`src/rtl/wtc_pkg.sv`:
```
package wtc_pkg;
  typedef enum logic [1:0] {
    ST_IDLE = 2'd0,
    ST_LOOK = 2'd1,
    ST_BUS  = 2'd2
  } wtc_state_e;
endpackage

```
`src/rtl/wtc_tag_store.sv`:
```
module wtc_tag_store #(
  parameter int LINES = 16,
  parameter int TW    = 6
) (
  input  logic                     clk,
  input  logic                     rst,
  input  logic [$clog2(LINES)-1:0] look_idx,
  input  logic [TW-1:0]            look_tag,
  output logic                     look_hit,
  input  logic                     fill_en,
  input  logic [$clog2(LINES)-1:0] fill_idx,
  input  logic [TW-1:0]            fill_tag,
  input  logic                     snp_en,
  input  logic [$clog2(LINES)-1:0] snp_idx,
  input  logic [TW-1:0]            snp_tag,
  output logic [LINES-1:0]         vld_vec,
  output logic [LINES*TW-1:0]      tag_flat
);
  localparam int IW = $clog2(LINES);

  logic [TW-1:0]    tags [LINES];
  logic [LINES-1:0] vld;

  // a fill is cancelled when a remote write names the very word being filled
  logic fill_cancel;
  assign fill_cancel = snp_en && (snp_idx == fill_idx) && (snp_tag == fill_tag);

  for (genvar g = 0; g < LINES; g++) begin : g_line
    logic kill;
    assign kill = snp_en && vld[g] && (snp_idx == IW'(g)) && (tags[g] == snp_tag);

    always_ff @(posedge clk) begin
      if (rst) begin
        vld[g] <= 1'b0;
      end else if (fill_en && (fill_idx == IW'(g))) begin
        vld[g] <= !fill_cancel;
      end else if (kill) begin
        vld[g] <= 1'b0;
      end
    end

    always_ff @(posedge clk) begin
      if (fill_en && (fill_idx == IW'(g))) begin
        tags[g] <= fill_tag;
      end
    end

    assign tag_flat[g*TW +: TW] = tags[g];
  end

  assign look_hit = vld[look_idx] && (tags[look_idx] == look_tag);
  assign vld_vec  = vld;
endmodule

```
`src/rtl/wtc_data_ram.sv`:
```
module wtc_data_ram #(
  parameter int DEPTH = 16,
  parameter int DW    = 32
) (
  input  logic                     clk,
  input  logic                     rd_en,
  input  logic [$clog2(DEPTH)-1:0] rd_idx,
  output logic [DW-1:0]            rd_q,
  input  logic                     wr_en,
  input  logic [$clog2(DEPTH)-1:0] wr_idx,
  input  logic [DW-1:0]            wr_data
);
  logic [DW-1:0] mem [DEPTH];

  always_ff @(posedge clk) begin
    if (wr_en) begin
      mem[wr_idx] <= wr_data;
    end
    if (rd_en) begin
      rd_q <= mem[rd_idx];
    end
  end
endmodule

```
`src/rtl/wtc_ctrl.sv`:
```
module wtc_ctrl
  import wtc_pkg::*;
#(
  parameter int AW = 10,
  parameter int DW = 32,
  parameter int IW = 4
) (
  input  logic          clk,
  input  logic          rst,
  input  logic          cpu_req,
  input  logic          cpu_we,
  input  logic [AW-1:0] cpu_addr,
  input  logic [DW-1:0] cpu_wdata,
  output logic [DW-1:0] cpu_rdata,
  output logic          cpu_ready,
  output logic          bus_req,
  output logic          bus_we,
  output logic [AW-1:0] bus_addr,
  output logic [DW-1:0] bus_wdata,
  input  logic          bus_gnt,
  input  logic          bus_ack,
  input  logic [DW-1:0] bus_rdata,
  output logic [IW-1:0]    look_idx,
  output logic [AW-IW-1:0] look_tag,
  input  logic             look_hit,
  output logic             ram_rd_en,
  output logic [IW-1:0]    ram_rd_idx,
  input  logic [DW-1:0]    ram_q,
  output logic             ram_we,
  output logic [DW-1:0]    ram_wd,
  output logic             fill_en
);
  wtc_state_e    state;
  logic [AW-1:0] lat_addr;
  logic          lat_we;
  logic [DW-1:0] lat_wd;
  logic          bus_done;

  assign bus_done   = (state == ST_BUS) && bus_gnt && bus_ack;
  assign look_idx   = lat_addr[IW-1:0];
  assign look_tag   = lat_addr[AW-1:IW];
  assign ram_rd_en  = (state == ST_IDLE) && cpu_req;
  assign ram_rd_idx = cpu_addr[IW-1:0];
  assign fill_en    = bus_done && !lat_we;
  assign ram_we     = fill_en || ((state == ST_LOOK) && lat_we && look_hit);
  assign ram_wd     = lat_we ? lat_wd : bus_rdata;

  always_ff @(posedge clk) begin
    if (rst) begin
      state     <= ST_IDLE;
      lat_addr  <= '0;
      lat_we    <= 1'b0;
      lat_wd    <= '0;
      cpu_rdata <= '0;
      cpu_ready <= 1'b0;
      bus_req   <= 1'b0;
      bus_we    <= 1'b0;
      bus_addr  <= '0;
      bus_wdata <= '0;
    end else begin
      cpu_ready <= 1'b0;
      case (state)
        ST_IDLE: begin
          if (cpu_req && !cpu_ready) begin
            lat_addr <= cpu_addr;
            lat_we   <= cpu_we;
            lat_wd   <= cpu_wdata;
            state    <= ST_LOOK;
          end
        end
        ST_LOOK: begin
          if (!lat_we && look_hit) begin
            cpu_rdata <= ram_q;
            cpu_ready <= 1'b1;
            state     <= ST_IDLE;
          end else begin
            bus_req   <= 1'b1;
            bus_we    <= lat_we;
            bus_addr  <= lat_addr;
            bus_wdata <= lat_wd;
            state     <= ST_BUS;
          end
        end
        ST_BUS: begin
          if (bus_done) begin
            bus_req   <= 1'b0;
            cpu_ready <= 1'b1;
            if (!lat_we) begin
              cpu_rdata <= bus_rdata;
            end
            state <= ST_IDLE;
          end
        end
        default: state <= ST_IDLE;
      endcase
    end
  end
endmodule

```
`src/rtl/wt_snoop_cache.sv`:
```
module wt_snoop_cache #(
  parameter int AW    = 10,
  parameter int DW    = 32,
  parameter int LINES = 16
) (
  input  logic          clk,
  input  logic          rst,
  input  logic          cpu_req,
  input  logic          cpu_we,
  input  logic [AW-1:0] cpu_addr,
  input  logic [DW-1:0] cpu_wdata,
  output logic [DW-1:0] cpu_rdata,
  output logic          cpu_ready,
  output logic          bus_req,
  output logic          bus_we,
  output logic [AW-1:0] bus_addr,
  output logic [DW-1:0] bus_wdata,
  input  logic          bus_gnt,
  input  logic          bus_ack,
  input  logic [DW-1:0] bus_rdata,
  input  logic          snp_valid,
  input  logic          snp_we,
  input  logic [AW-1:0] snp_addr
);
  localparam int IW = $clog2(LINES);
  localparam int TW = AW - IW;

  logic [IW-1:0]       look_idx;
  logic [TW-1:0]       look_tag;
  logic                look_hit;
  logic                ram_rd_en;
  logic [IW-1:0]       ram_rd_idx;
  logic [DW-1:0]       ram_q;
  logic                ram_we;
  logic [DW-1:0]       ram_wd;
  logic                fill_en;
  logic [LINES-1:0]    vld_vec;
  logic [LINES*TW-1:0] tag_flat;

  wtc_ctrl #(.AW(AW), .DW(DW), .IW(IW)) u_ctrl (
    .clk(clk), .rst(rst),
    .cpu_req(cpu_req), .cpu_we(cpu_we), .cpu_addr(cpu_addr), .cpu_wdata(cpu_wdata),
    .cpu_rdata(cpu_rdata), .cpu_ready(cpu_ready),
    .bus_req(bus_req), .bus_we(bus_we), .bus_addr(bus_addr), .bus_wdata(bus_wdata),
    .bus_gnt(bus_gnt), .bus_ack(bus_ack), .bus_rdata(bus_rdata),
    .look_idx(look_idx), .look_tag(look_tag), .look_hit(look_hit),
    .ram_rd_en(ram_rd_en), .ram_rd_idx(ram_rd_idx), .ram_q(ram_q),
    .ram_we(ram_we), .ram_wd(ram_wd), .fill_en(fill_en)
  );

  wtc_tag_store #(.LINES(LINES), .TW(TW)) u_tags (
    .clk(clk), .rst(rst),
    .look_idx(look_idx), .look_tag(look_tag), .look_hit(look_hit),
    .fill_en(fill_en), .fill_idx(look_idx), .fill_tag(look_tag),
    .snp_en(snp_valid && snp_we),
    .snp_idx(snp_addr[IW-1:0]), .snp_tag(snp_addr[AW-1:IW]),
    .vld_vec(vld_vec), .tag_flat(tag_flat)
  );

  wtc_data_ram #(.DEPTH(LINES), .DW(DW)) u_ram (
    .clk(clk),
    .rd_en(ram_rd_en), .rd_idx(ram_rd_idx), .rd_q(ram_q),
    .wr_en(ram_we), .wr_idx(look_idx), .wr_data(ram_wd)
  );
endmodule

```
`config.mk`:
```
export PLATFORM = sky130hd
export DESIGN_NAME = wt_snoop_cache
export DESIGN_NICKNAME = d
export VERILOG_FILES = /design/src/rtl/wtc_pkg.sv /design/src/rtl/wtc_tag_store.sv /design/src/rtl/wtc_data_ram.sv /design/src/rtl/wtc_ctrl.sv /design/src/rtl/wt_snoop_cache.sv
export SDC_FILE = /design/constraint.sdc
export NUM_CORES = 1
export LEC_CHECK = 0
export BUFFER_PORTS_ARGS = -buffer_cell sky130_fd_sc_hd__buf_2
export CAP_MARGIN = 5
export CORE_MARGIN = 8
export CORE_UTILIZATION = 60
export DETAILED_ROUTE_END_ITERATION = 8
export GPL_TIMING_DRIVEN = 0
export PLACE_DENSITY_LB_ADDON = 0.12
export SLEW_MARGIN = 15
export SYNTH_ARGS = -nofsm -noshare
export SYNTH_HDL_FRONTEND = slang
export SYNTH_SLANG_ARGS = --single-unit
```
`constraint.sdc`:
```
create_clock -name clk -period 6.8 [get_ports clk]
set_clock_uncertainty 0.2 [all_clocks]
set_input_delay 2.04 -clock clk [delete_from_list [all_inputs] [get_ports clk]]
set_output_delay 2.04 -clock clk [all_outputs]
set_load 0.01 [all_outputs]
```
# After elaboration in Yosys (flattened, before gate mapping)

Memories as Yosys holds them, arrays and structs flattened. A register that Yosys moved wholly into a read port is not among the register bits.
Cells that the tools add are included.

Register bits: 138
Memory bits (writable): 608
Memories kept: 2

Memory list:

| memory      | depth | bits a word | rd ports | clocked after memory_dff | wr ports | line                | RTL |
|---|---|---|---|---|---|---|---|
| u_ram.mem   | 16    | 32          | 1        | 1                        | 1        | wtc_data_ram.sv:13  | `logic [DW-1:0] mem [DEPTH];` |
| u_tags.tags | 16    | 6           | 17       | 1                        | 1        | wtc_tag_store.sv:21 | `logic [TW-1:0] tags [LINES];` |

Magnitude comparators: 1
Equality and inequality tests: 56
Mux-type cells: 130
Bitwise logic cells: 1
Reduce and logical (&&, ||, !) cells: 120

Operators by type and width:

| cell                                                        | number |
|---|---|
| two-way mux 32 bit                                          | 4 |
| == test 6 bit                                               | 18 |
| two-way mux 6 bit                                           | 15 |
| OR reduction 6 bit                                          | 15 |
| two-way mux 1 bit                                           | 86 |
| logical AND 1 bit                                           | 76 |
| two-way mux 4 bit                                           | 17 |
| == test 4 bit (second input constant)                       | 16 |
| case mux 32 bit (2 select lines)                            | 1 |
| nonzero test 2 bit                                          | 17 |
| == test 4 x 3 -> 1 bit (second input constant)              | 8 |
| == test 4 x 2 -> 1 bit (second input constant)              | 4 |
| == test 4 x 1 -> 1 bit (second input constant)              | 2 |
| zero test 4 bit                                             | 2 |
| inequality test 2 bit (second input constant)               | 4 |
| two-way mux 2 bit                                           | 3 |
| case mux 2 bit (3 select lines)                             | 1 |
| AND reduction 2 bit                                         | 3 |
| less-than comparator 4 x 5 -> 1 bit (second input constant) | 1 |
| binary-select mux 1 bit (select 4 bit)                      | 1 |
| == test 4 bit                                               | 1 |
| case mux 1 bit (2 select lines)                             | 2 |
| AND reduction 4 bit                                         | 1 |
| zero test 1 bit                                             | 3 |
| 7 further kinds                                             | 7 |

# Logic depth before layout (Yosys ltp)

Depth in word-level cells: 23
Depth in mapped cells: 11

# Modules after synthesis

A second synthesis with hierarchy kept.

Cells, all modules: 1877
Area total of the unflattened synthesis: 31303.8 um^2

By module, submodules not included:

| module         | instances | cells each | area an instance (um^2) | sequential area each (um^2) |
|---|---|---|---|---|
| wtc_data_ram   | 1         | 838        | 20155.6                 | 16335.7 |
| wtc_tag_store  | 1         | 446        | 5955.7                  | 3203.1 |
| wtc_ctrl       | 1         | 592        | 5186.2                  | 2442.3 |
| wt_snoop_cache | 1         | 1          | 6.3                     | 0.0 |

# Worst setup path after synthesis

OpenSTA, ideal clock, no wires.

Kind: input -> register
From: in bus_ack
To: mem u_ram.mem[0][0], enable pin
Library setup time: 0.501 ns
Arrival: 5.725 ns
Required time: 6.099 ns
Setup slack: 0.373 ns
Stages: 4
Path buffers: 0
Path through: nand3_1 -> nor2_1 -> a41oi_4 -> nor4_1

Cells in the longest elaborated chain, start to end: 5

Ends and longest elaborated chain:

| element                                 | line                 | RTL |
|---|---|---|
| start: declaration                      | wt_snoop_cache.sv:19 | `input logic bus_ack,` |
| logical AND 1 bit                       | wtc_ctrl.sv:39       | `assign bus_done = (state == ST_BUS) && bus_gnt && bus_ack;` |
| logical AND 1 bit                       | wtc_ctrl.sv:44       | `assign fill_en = bus_done && !lat_we;` |
| logical OR 1 bit                        | wtc_ctrl.sv:45       | `assign ram_we = fill_en \|\| ((state == ST_LOOK) && lat_we && look_hit);` |
| two-way mux 1 bit                       | wtc_data_ram.sv:16   | `if (wr_en) begin` |
| two-way mux 1 bit (implied by the code) | wtc_data_ram.sv:17   | `mem[wr_idx] <= wr_data;` |
| end: declaration                        | wtc_data_ram.sv:13   |  |

No other way between the ends.

# Worst setup path in the final report

From: in bus_ack
To: mem u_ram.mem[14][16], enable pin

Same word-level chain as after synthesis.

==> summary.txt <==
Leakage = 12.3 nW
Ys Warns = 0
Max Buffers Root-to-Sink = 3
via count = 18600
# IOs = 169
layout cell share with drive strength beyond 1 = 29.3%
All-Layer GR Usage = 28.7%
sequential area share after synthesis = 69.0%
VDD IR-drop max = 0.250 mV
routed vias/inst = 6.40
most area-hungry cell type in the Yosys netlist = edfxtp_1
#FFs+latches synth = 782
Tmin final = 4.80 ns
Die Height = 247 µm
Final HPWL DP = 59600 µm
Final GP Congestion = 0.919
vias in the first global route = 19100
Critical Path Sink Type = flip-flop
DIE AREA = 61000 µm²
Post-DP Area = 34400 µm²
detailed-router iteration count before antenna repair = 6
cell row count = 84
Post-synth EDFFs = 640
nets = 2254
relative slew slack = 18.7%
synth-to-layout area growth = 15.8%
Root Buffer = clkbuf_16
startpoint types = input pin
most frequent cell after synthesis = edfxtp_1
Synth area leaders = edfxtp_1 60%, mux4_2 13%, dfxtp_1 8.9%
antenna diode count = 0
final hold viol count = 0
1st-iter DRT viols = 2133
Worst R2R Path Depth = 12
first-pass GRT wire length = 126000 µm
post-cts resize count = 0
Syn Nets = 1937
Final Cycle Share = 70.5%
Synth top area share = 60.1%
final setup margin = 2.00 ns
Antenna Nets Post-Route = 0
Post-synth top flop = edfxtp_1
max_cap viols = 0
synthesized area per cell = 17.4 µm²
gr ovfl total = 0
Achievable Freq = 208 MHz
PwrDens = 285 nW/µm²
status = complete, no violations
hold buffer count at CTS = 0
Req. time, crit path = 6.94 ns
top post-synthesis cells by count = 640 x edfxtp_1, 178 x mux4_2, 142 x dfxtp_1
WL per Instance = 29.9 µm
worst slew pin tran = 1.22 ns
CP Max Fanout = 10
# setup viols final = 0
placed insts = 2766
worst slack, placed = 1.50 ns
Die W = 247 µm
H-tree depth = 3
CTS tree = done
asr flop ratio synth = 0%
Yosys cell types = 51
fin cells = 2911
Total Wirelength = 87200 µm
Post-Synthesis Cells = 1842
Final Instance Area = 37000 µm²
Core Area = 52700 µm²
Worst Hold Class = flip-flop to flip-flop
kind of critical path = input pin to flip-flop
Post-CTS Setup Inserts = 0
Final Max Tran Viols = 0
Mapped Area = 32000 µm²
post-layout util = 70.3%
clk_lat worst skew = 0.63 ns
Initial Utilization = 60.7%
largest net degree at the start of global routing = 22
RSZ-0062 raised after global routing = false
clock transition at the registers of the reported paths = 0.06 ns
critical path arrival = 4.94 ns
CTS Sinks = 782
worst hold stages = 2
initial antenna violation count = 3
total CTS buffers = 78
DRC = 0
port bufs = 157
total chip power = 10.5 mW
[cell usage in the layout (no fill, tap or decap), types with 77 or more instances in the layout]
| cell | Yosys | layout |
|---|---|---|
| edfxtp_1 | 640 | 640 |
| buf_2 | 6 | 179 |
| mux4_2 | 178 | 178 |
| dfxtp_1 | 142 | 142 |
| nand2_1 | 108 | 108 |
| clkbuf_1 | 81 | 101 |
| nand2b_1 | 90 | 90 |
| mux2i_1 | 82 | 82 |
| clkbuf_16 | 0 | 82 |
| xnor2_1 | 77 | 77 |
| nor2_1 | 79 | 77 |
[cell type report]
type / instances / area (µm²)
Buffer: 125 / 608
Clock buffer: 112 / 2260
Clock inverter: 32 / 383
Fill cell: 3358 / 15600
Inverter: 7 / 26.3
Multi-Input combinational cell: 928 / 9380
Sequential cell: 782 / 22100
Tap cell: 688 / 861
Timing Repair Buffer: 237 / 1460
[final timing paths]
| check | slack, ns | start | to |
|---|---|---|---|
| worst max register to register | 2.15 | flip-flop | u_ram.mem[14][16] |
| worst max-delay path | 2.00 | bus_ack | u_ram.mem[14][16] |
| worst min-delay path | 0.27 | u_ctrl.bus_addr[5] | u_ctrl.bus_addr[5] |
| worst min register to register | 0.27 | u_ctrl.bus_addr[5] | u_ctrl.bus_addr[5] |
[layer usage]
metal	wire length [µm]	global-route usage, %	share of wire, %	up-vias
met3	8820	8.41	10	208
met4	3680	12.0	4.2	4
li1	-	-	-	7826
met2	41200	45.3	47	1018
met1	33400	37.2	38	9568
met5	22	0	0.025	-
[sequential cells by signal, summed over array words and instances (netlist names), named ones only]
| register | count |
|---|---|
| u_ctrl.bus_addr | 10 |
| u_ctrl.bus_req | 1 |
| u_ctrl.bus_wdata | 32 |
| u_ctrl.bus_we | 1 |
| u_ctrl.cpu_rdata | 32 |
| u_ctrl.cpu_ready | 1 |
| u_ctrl.lat_addr | 10 |
| u_ctrl.lat_wd | 32 |
| u_ctrl.lat_we | 1 |
| u_ctrl.state | 2 |
| u_ram.mem | 512 |
| u_ram.rd_q | 32 |
| u_tags.tags | 96 |
| u_tags.vld_vec | 16 |
[power by group]
part	switching [mW]	internal (mW)
sequential	0.0528	5.28
clock	1.80	2.63
combinational	0.485	0.297
total	2.34	8.21
[through the flow]
stage,TNS (ns),hold WS [ns]
6_report,0,0.268
5_1_grt,0,0.287
4_1_cts,0,0.271
3_5_place_dp,0,0.261
3_3_place_gp,-1362.25,0.254
2_1_floorplan,0,0.246
[worst max-delay path: stages]
cell	delay (ns)
buf_2	0.09
nand3_1	0.46
nor2_1	0.52
a41oi_4	0.12
buf_2	0.32
nor3_2	0.68
buf_4	0.35
buf_6	0.18
buf_6	0.15
[logic make-up (layout without fill, tap and decap cells)]
family / count (synthesis) / after routing / share of synthesized area, %
AOI/OAI and AO/OA: 150 / 150 / 3.83
buffers and inverters: 132 / 513 / 1.98
adders and majority gates: 3 / 3 / 0.117
DFF: 782 / 782 / 69.0
muxes: 294 / 294 / 16.3
and+or+nand+nor: 367 / 367 / 5.68
xor gates and xnor gates: 114 / 114 / 3.12
Power figures use the tool's default switching activity.
